File: src/rtl/tmr_pkg.sv
package tmr_pkg;

    localparam int BYTE_W      = 8;
    localparam int PRE_W       = 5;
    localparam int ADDR_W      = 3;
    localparam int NUM_CH      = 2;
    localparam int SYNC_STAGES = 2;
    localparam int NIB_W       = 4;

    typedef enum logic [1:0] {
        MD_PRE13  = 2'b00,
        MD_FULL16 = 2'b01,
        MD_RELD8  = 2'b10,
        MD_SPLIT  = 2'b11
    } tmode_e;

    typedef struct packed {
        logic   gate;
        logic   ext;
        tmode_e mode;
    } chcfg_s;

    typedef struct packed {
        logic [BYTE_W-1:0] hi;
        logic [BYTE_W-1:0] lo;
    } cnt_s;

    localparam logic [ADDR_W-1:0] A_CFG  = ADDR_W'(0);
    localparam logic [ADDR_W-1:0] A_CTRL = ADDR_W'(1);

    localparam int B_FLAG1 = 7;
    localparam int B_RUN1  = 6;
    localparam int B_FLAG0 = 5;
    localparam int B_RUN0  = 4;

    function automatic logic [ADDR_W-1:0] lo_addr(input int ch);
        return ADDR_W'(2 + 2 * ch);
    endfunction

    function automatic logic [ADDR_W-1:0] hi_addr(input int ch);
        return ADDR_W'(3 + 2 * ch);
    endfunction

    function automatic int run_pos(input int ch);
        return (ch == 0) ? B_RUN0 : B_RUN1;
    endfunction

endpackage

File: src/rtl/tmr_pin_sync.sv
module tmr_pin_sync
    import tmr_pkg::*;
#(
    parameter int STAGES = SYNC_STAGES
) (
    input  logic clk,
    input  logic rst,
    input  logic cyc_en,
    input  logic cnt_pin,
    input  logic gate_pin,
    output logic gate_lvl,
    output logic cnt_fall
);

    logic [STAGES-1:0] cnt_sh;
    logic [STAGES-1:0] gate_sh;
    logic              cnt_prev;
    logic              cnt_lvl;

    always_ff @(posedge clk) begin
        if (rst) begin
            cnt_sh   <= '0;
            gate_sh  <= '0;
            cnt_prev <= 1'b0;
        end else begin
            cnt_sh  <= {cnt_sh[STAGES-2:0], cnt_pin};
            gate_sh <= {gate_sh[STAGES-2:0], gate_pin};
            if (cyc_en) begin
                cnt_prev <= cnt_lvl;
            end
        end
    end

    assign cnt_lvl  = cnt_sh[STAGES-1];
    assign gate_lvl = gate_sh[STAGES-1];
    assign cnt_fall = cyc_en & cnt_prev & ~cnt_lvl;

    // a detected edge consumes the remembered high level
    assert_no_double_fall_R7: assert property (@(posedge clk) disable iff (rst)
        cnt_fall |=> !cnt_fall);

endmodule

File: src/rtl/tmr_chan.sv
module tmr_chan
    import tmr_pkg::*;
#(
    parameter bit SPLIT_OWNER = 1'b0
) (
    input  logic              clk,
    input  logic              rst,
    input  chcfg_s            cfg,
    input  logic              run,
    input  logic              gate_lvl,
    input  logic              cyc_en,
    input  logic              fall,
    input  logic              aux_run,
    input  logic              wr_lo,
    input  logic              wr_hi,
    input  logic [BYTE_W-1:0] wdata,
    output cnt_s              cnt_q,
    output logic              ovf_main,
    output logic              ovf_aux
);

    localparam logic [PRE_W-1:0]  PRE_MAX  = '1;
    localparam logic [BYTE_W-1:0] BYTE_MAX = '1;

    logic evt;
    cnt_s nxt;
    cnt_s split_nxt;
    logic split_ovf_lo;
    logic split_ovf_hi;

    assign evt = run & (~cfg.gate | gate_lvl) & (cfg.ext ? fall : cyc_en);

    generate
        if (SPLIT_OWNER) begin : g_split
            always_comb begin
                split_nxt    = cnt_q;
                split_ovf_lo = 1'b0;
                split_ovf_hi = 1'b0;
                if (evt) begin
                    split_nxt.lo = cnt_q.lo + 1'b1;
                    split_ovf_lo = (cnt_q.lo == BYTE_MAX);
                end
                if (cyc_en && aux_run) begin
                    split_nxt.hi = cnt_q.hi + 1'b1;
                    split_ovf_hi = (cnt_q.hi == BYTE_MAX);
                end
            end
        end else begin : g_hold
            assign split_nxt    = cnt_q;
            assign split_ovf_lo = 1'b0;
            assign split_ovf_hi = 1'b0;

            // the second channel freezes in the split mode
            assert_split_freeze_R6: assert property (@(posedge clk) disable iff (rst)
                (cfg.mode == MD_SPLIT && !wr_lo && !wr_hi) |=> $stable(cnt_q));
        end
    endgenerate

    always_comb begin
        nxt      = cnt_q;
        ovf_main = 1'b0;
        ovf_aux  = 1'b0;
        if (wr_lo || wr_hi) begin
            if (wr_lo) nxt.lo = wdata;
            if (wr_hi) nxt.hi = wdata;
        end else begin
            unique case (cfg.mode)
                MD_PRE13: begin
                    if (evt) begin
                        if (cnt_q.lo[PRE_W-1:0] == PRE_MAX) begin
                            nxt.lo[PRE_W-1:0] = '0;
                            nxt.hi            = cnt_q.hi + 1'b1;
                            ovf_main          = (cnt_q.hi == BYTE_MAX);
                        end else begin
                            nxt.lo[PRE_W-1:0] = cnt_q.lo[PRE_W-1:0] + 1'b1;
                        end
                    end
                end
                MD_FULL16: begin
                    if (evt) begin
                        nxt      = cnt_q + 1'b1;
                        ovf_main = (cnt_q == '1);
                    end
                end
                MD_RELD8: begin
                    if (evt) begin
                        if (cnt_q.lo == BYTE_MAX) begin
                            nxt.lo   = cnt_q.hi;
                            ovf_main = 1'b1;
                        end else begin
                            nxt.lo = cnt_q.lo + 1'b1;
                        end
                    end
                end
                MD_SPLIT: begin
                    nxt      = split_nxt;
                    ovf_main = split_ovf_lo;
                    ovf_aux  = split_ovf_hi;
                end
                default: nxt = cnt_q;
            endcase
        end
    end

    always_ff @(posedge clk) begin
        if (rst) cnt_q <= '0;
        else     cnt_q <= nxt;
    end

    assert_write_lo_R10: assert property (@(posedge clk) disable iff (rst)
        wr_lo |=> cnt_q.lo == $past(wdata));

    assert_write_hi_R10: assert property (@(posedge clk) disable iff (rst)
        wr_hi |=> cnt_q.hi == $past(wdata));

    assert_pre13_wrap_R3: assert property (@(posedge clk) disable iff (rst)
        (cfg.mode == MD_PRE13 && ovf_main) |=> (cnt_q.hi == '0 && cnt_q.lo[PRE_W-1:0] == '0));

    assert_full16_wrap_R4: assert property (@(posedge clk) disable iff (rst)
        (cfg.mode == MD_FULL16 && ovf_main) |=> cnt_q == '0);

    assert_reload_R5: assert property (@(posedge clk) disable iff (rst)
        (cfg.mode == MD_RELD8 && ovf_main) |=> (cnt_q.lo == $past(cnt_q.hi) && $stable(cnt_q.hi)));

endmodule

File: src/rtl/tmr_dual.sv
module tmr_dual
    import tmr_pkg::*;
(
    input  logic              clk,
    input  logic              rst,
    input  logic              cyc_en,
    input  logic [NUM_CH-1:0] ext_cnt,
    input  logic [NUM_CH-1:0] ext_gate,
    input  logic              reg_wr,
    input  logic [ADDR_W-1:0] reg_addr,
    input  logic [BYTE_W-1:0] reg_wdata,
    output logic [BYTE_W-1:0] reg_rdata,
    output logic [NUM_CH-1:0] ovf_irq
);

    logic [BYTE_W-1:0] cfg_q;
    logic [BYTE_W-1:0] ctrl_q;
    logic [BYTE_W-1:0] ctrl_nxt;

    chcfg_s            cfg      [NUM_CH];
    cnt_s              cnt      [NUM_CH];
    logic [NUM_CH-1:0] ovf_main;
    logic [NUM_CH-1:0] ovf_aux;
    logic [NUM_CH-1:0] gate_lvl;
    logic [NUM_CH-1:0] cnt_fall;

    logic ch0_split;
    logic set_f0;
    logic set_f1;
    logic wr_ctrl;

    generate
        for (genvar g = 0; g < NUM_CH; g++) begin : g_ch
            assign cfg[g] = chcfg_s'(cfg_q[NIB_W*g +: NIB_W]);

            tmr_pin_sync #(.STAGES(SYNC_STAGES)) i_sync (
                .clk      (clk),
                .rst      (rst),
                .cyc_en   (cyc_en),
                .cnt_pin  (ext_cnt[g]),
                .gate_pin (ext_gate[g]),
                .gate_lvl (gate_lvl[g]),
                .cnt_fall (cnt_fall[g])
            );

            tmr_chan #(.SPLIT_OWNER(g == 0)) i_chan (
                .clk      (clk),
                .rst      (rst),
                .cfg      (cfg[g]),
                .run      (ctrl_q[run_pos(g)]),
                .gate_lvl (gate_lvl[g]),
                .cyc_en   (cyc_en),
                .fall     (cnt_fall[g]),
                .aux_run  ((g == 0) ? ctrl_q[B_RUN1] : 1'b0),
                .wr_lo    (reg_wr && reg_addr == lo_addr(g)),
                .wr_hi    (reg_wr && reg_addr == hi_addr(g)),
                .wdata    (reg_wdata),
                .cnt_q    (cnt[g]),
                .ovf_main (ovf_main[g]),
                .ovf_aux  (ovf_aux[g])
            );
        end
    endgenerate

    assign ch0_split = (cfg[0].mode == MD_SPLIT);
    assign set_f0    = ovf_main[0];
    assign set_f1    = ch0_split ? ovf_aux[0] : ovf_main[1];
    assign wr_ctrl   = reg_wr && reg_addr == A_CTRL;

    always_comb begin
        ctrl_nxt = wr_ctrl ? reg_wdata : ctrl_q;
        if (set_f0) ctrl_nxt[B_FLAG0] = 1'b1;
        if (set_f1) ctrl_nxt[B_FLAG1] = 1'b1;
    end

    always_ff @(posedge clk) begin
        if (rst) begin
            cfg_q  <= '0;
            ctrl_q <= '0;
        end else begin
            ctrl_q <= ctrl_nxt;
            if (reg_wr && reg_addr == A_CFG) cfg_q <= reg_wdata;
        end
    end

    always_comb begin
        reg_rdata = '0;
        if (reg_addr == A_CFG) begin
            reg_rdata = cfg_q;
        end else if (reg_addr == A_CTRL) begin
            reg_rdata = ctrl_q;
        end else begin
            for (int c = 0; c < NUM_CH; c++) begin
                if (reg_addr == lo_addr(c)) reg_rdata = cnt[c].lo;
                if (reg_addr == hi_addr(c)) reg_rdata = cnt[c].hi;
            end
        end
    end

    assign ovf_irq = {ctrl_q[B_FLAG1], ctrl_q[B_FLAG0]};

    assert_flag0_sets_R9: assert property (@(posedge clk) disable iff (rst)
        set_f0 |=> ovf_irq[0]);

    assert_flag1_sets_R9: assert property (@(posedge clk) disable iff (rst)
        set_f1 |=> ovf_irq[1]);

    assert_flag0_sticky_R9: assert property (@(posedge clk) disable iff (rst)
        (ovf_irq[0] && !wr_ctrl) |=> ovf_irq[0]);

    assert_flag1_sticky_R9: assert property (@(posedge clk) disable iff (rst)
        (ovf_irq[1] && !wr_ctrl) |=> ovf_irq[1]);

    assert_split_mask_R11: assert property (@(posedge clk) disable iff (rst)
        (ch0_split && !ovf_aux[0] && !ovf_irq[1] && !wr_ctrl) |=> !ovf_irq[1]);

endmodule

File: config.mk
export PLATFORM = sky130hd
export DESIGN_NAME = tmr_dual
export DESIGN_NICKNAME = d
export VERILOG_FILES = /design/src/rtl/tmr_pkg.sv /design/src/rtl/tmr_pin_sync.sv /design/src/rtl/tmr_chan.sv /design/src/rtl/tmr_dual.sv
export SDC_FILE = /design/constraint.sdc
export NUM_CORES = 1
export LEC_CHECK = 0
export BUFFER_PORTS_ARGS = -buffer_cell sky130_fd_sc_hd__buf_2
export CELL_PAD_IN_SITES_DETAIL_PLACEMENT = 0
export CELL_PAD_IN_SITES_GLOBAL_PLACEMENT = 2
export CORE_UTILIZATION = 30
export DETAILED_ROUTE_END_ITERATION = 10
export HOLD_SLACK_MARGIN = 0.1
export PLACE_DENSITY_LB_ADDON = 0.15
export SYNTH_ARGS = -nofsm -noshare
export SYNTH_HDL_FRONTEND = slang
export SYNTH_SLANG_ARGS = --single-unit
File: constraint.sdc
create_clock -name clk -period 2 [get_ports clk]
set_input_delay 0.1 -clock clk [delete_from_list [all_inputs] [get_ports clk]]
set_output_delay 0.1 -clock clk [all_outputs]
set_load 0.02 [all_outputs]
==> impl_metrics.env <==
export IMPL_outcome="finished with violations"
export IMPL_violations="negative setup slack"
export IMPL_yosysWarnings=0
export IMPL_num_rows=42
export IMPL_die_area_mm2=0.0143
export IMPL_synthTopCellsByArea="dfxtp_1, nand2_1, a21oi_1, ha_1, nor2_1"
export IMPL_via_per_inst=5.69
export IMPL_start_util=0.310
export IMPL_syn_area_mm2=0.00413
export IMPL_synth_fp_nets=584
export IMPL_synthArstFlopShare=0
export IMPL_die_height_um=119
export IMPL_routabilityCongestion=0.881
export IMPL_cp_max_fo=6
export IMPL_maxCapViolCount=0
export IMPL_fmax_mhz=499
export IMPL_cts_tree="built"
export IMPL_max_clock_path_buffers=2
export IMPL_drt_iter0_drc=333
export IMPL_post_route_period_util=1.00
export IMPL_pwr_density_cell_mw_per_mm2=630
export IMPL_avgSynthCellArea_um2=7.52
export IMPL_fin_skew_ns=0.0101
export IMPL_ant_nets=0
export IMPL_p_leak_nw=2.02
export IMPL_cts_max_level=3
export IMPL_period_minus_slack_ns=2.00
export IMPL_grt_first_pass_wirelength_um=25200
export IMPL_setup_ws_ns=-0.00313
export IMPL_root_buffer="clkbuf_16"
export IMPL_drc_errors=0
export IMPL_clkTransAtPathRegs_ns=0.06
export IMPL_clk_latency_ns=0.35
export IMPL_synth_largest_area_cell="dfxtp_1"
export IMPL_crit_type="reg2reg"
export IMPL_dieWidth_um=119
export IMPL_slew_headroom=0.670
export IMPL_area_delta_synth_final_pct=35.0
export IMPL_seq_area_frac_synth=0.281
export IMPL_syn_inst=550
export IMPL_slew_violations=0
export IMPL_numPortBuffers=28
export IMPL_final_core_util=0.418
export IMPL_hold_viol_final=0
export IMPL_drive_above_1_share=0.275
export IMPL_vias=4659
export IMPL_coreArea_mm2=0.0133
export IMPL_grt_max_degree=39
export IMPL_synth_ff_type="dfxtp_1"
export IMPL_crit_required_ns=2.27
export IMPL_tightest_slew_ns=0.495
export IMPL_hold_depth=3
export IMPL_first_pass_iters=5
export IMPL_grtUsageTotal=0.235
export IMPL_grt_pass1_vias=4537
export IMPL_finalSetupViolCount=1
export IMPL_reg2regPathDepth=8
export IMPL_fin_setup_tns_ns=-0.00313
export IMPL_boundaryPins=29
export IMPL_ir_worst_vdd_uv=420
export IMPL_rsz0062_at_grt="true"
export IMPL_hp_class="in2reg"
export IMPL_wl_per_cell_um=20.0
export IMPL_antenna_found_initial=0
export IMPL_grt_overflow=0
export IMPL_dp_hpwl_um=11900
export IMPL_synth_edff_count=0
export IMPL_end_kind="flip-flop"
export IMPL_yosysTopAreaCellShare=0.281
export IMPL_cts_made_buffers=9
export IMPL_layout_nets=672
export IMPL_cts_sinks=58
export IMPL_yosysUniqueCellTypes=66
export IMPL_routed_wl_um=16400
export IMPL_ys_ff_latch=58
export IMPL_cp_arrival_ns=2.28
export IMPL_antennaDiodeCount=0
export IMPL_cp_start_kind="flip-flop"
## synth_stat cells (all sizes together), types with 10 or more instances
master / instances
nand2: 65
dfxtp: 58
a21oi: 46
nor2: 41
o21ai: 40
clkbuf: 30
inv: 21
nand3: 17
a22oi: 15
ha: 15
nor3: 15
nor2b: 12
mux2i: 11
buf: 10
o32ai: 10
## cells by family (layout without fill, tap and decap cells)
family          after synthesis  after routing  share of synthesized area
compound gates              193            193                      0.322
xor+xnor                      7              7                     0.0148
fa+ha+maj                    15             15                     0.0454
buf+inv                      61            154                     0.0599
flops                        58             58                      0.281
mux                          18             18                     0.0457
simple gates                198            198                      0.231
## area by class of cell
| type | instances | area, µm² |
|---|---|---|
| flip-flops and latches | 58 | 1170 |
| multi-input cells | 431 | 2950 |
| repair buffers | 117 | 841 |
| inverters | 21 | 78.8 |
| well taps | 176 | 220 |
| clock inverters | 7 | 103 |
| fillers | 1420 | 7770 |
| clock buffers | 9 | 225 |
## final timing paths
path	slack, ns	start	to
worst max register to register	-0.003	g_ch[0].i_chan.cnt_q[0]	g_ch[0].i_chan.cnt_q[13]
worst max-delay path	-0.003	g_ch[0].i_chan.cnt_q[0]	g_ch[0].i_chan.cnt_q[13]
worst min-delay path	0.12	reg_wdata[6]	cfg_q[6]
worst min register to register	0.43	g_ch[0].i_sync.cnt_sh[0]	g_ch[0].i_sync.cnt_sh[1]
## critical path, stage by stage (launching register included)
cell       delay [ns]
dfxtp_2          0.35
ha_4             0.14
and3_4           0.19
ha_4             0.14
nor2b_2          0.05
a2111oi_4        0.35
o21ai_4          0.15
or4_1            0.41
a31oi_1          0.16
## through the flow
stage / total power [mW] / setup slack, ns / instance area (µm²) / cells / hold WS (ns)
2_1_floorplan: 1.53 / -0.00528 / 4140 / 550 / 0.228
3_3_place_gp: 1.75 / -0.0612 / 4920 / 791 / 0.314
3_5_place_dp: 1.74 / -0.100 / 4920 / 791 / 0.318
4_1_cts: 3.51 / -0.0439 / 5350 / 816 / 0.108
5_1_grt: 3.64 / -0.105 / 5580 / 819 / 0.129
6_report: 3.51 / -0.00313 / 5580 / 819 / 0.120
## placed cells by master (no fill, tap or decap), types with 5 or more instances in the layout
| master | count |
|---|---|
| a21oi_1 | 44 |
| a22oi_1 | 12 |
| a311oi_1 | 5 |
| a31oi_1 | 8 |
| buf_2 | 28 |
| buf_4 | 78 |
| clkbuf_16 | 9 |
| dfxtp_1 | 54 |
| dlygate4sd3_1 | 7 |
| ha_1 | 8 |
| inv_1 | 20 |
| mux2_2 | 7 |
| mux2i_1 | 11 |
| nand2_1 | 65 |
| nand3_1 | 16 |
| nand4_1 | 8 |
| nor2_1 | 41 |
| nor2b_1 | 11 |
| nor3_1 | 14 |
| o21ai_0 | 27 |
| o21ai_1 | 12 |
| o22a_1 | 5 |
| o31a_1 | 6 |
| o31ai_1 | 6 |
| o32ai_1 | 6 |
| or3_1 | 7 |
## layer usage
metal,GRT usage,vias up,wire length [µm]
li1,-,2246,-
met1,0.338,2235,7990
met2,0.350,155,7180
met3,0.0407,23,911
met4,0.0813,0,289
met5,0,-,0
## state kept, by name (all words and copies together), names as in the netlist
register,count
cfg_q,8
ctrl_q,8
g_ch.i_chan.cnt_q,32
g_ch.i_sync.cnt_prev,2
g_ch.i_sync.cnt_sh,4
g_ch.i_sync.gate_sh,4
## power by group
part / total [mW] / internal [mW] / switching (mW)
sequential: 1.24 / 1.20 / 0.0409
clock: 1.74 / 1.10 / 0.642
combinational: 0.531 / 0.215 / 0.316
## repair_timing
| item | 4_1_cts | 5_1_grt |
|---|---|---|
| cloned | 0 | 0 |
| hold buffers | 7 | 0 |
| endpoints found under the setup margin | 10 | 22 |
| pin swaps | 0 | 16 |
| setup buffers | 2 | 3 |
| endpoints found under the hold margin | 7 | 0 |
| gates resized for setup | 7 | 40 |
Power figures use the tool's default switching activity.
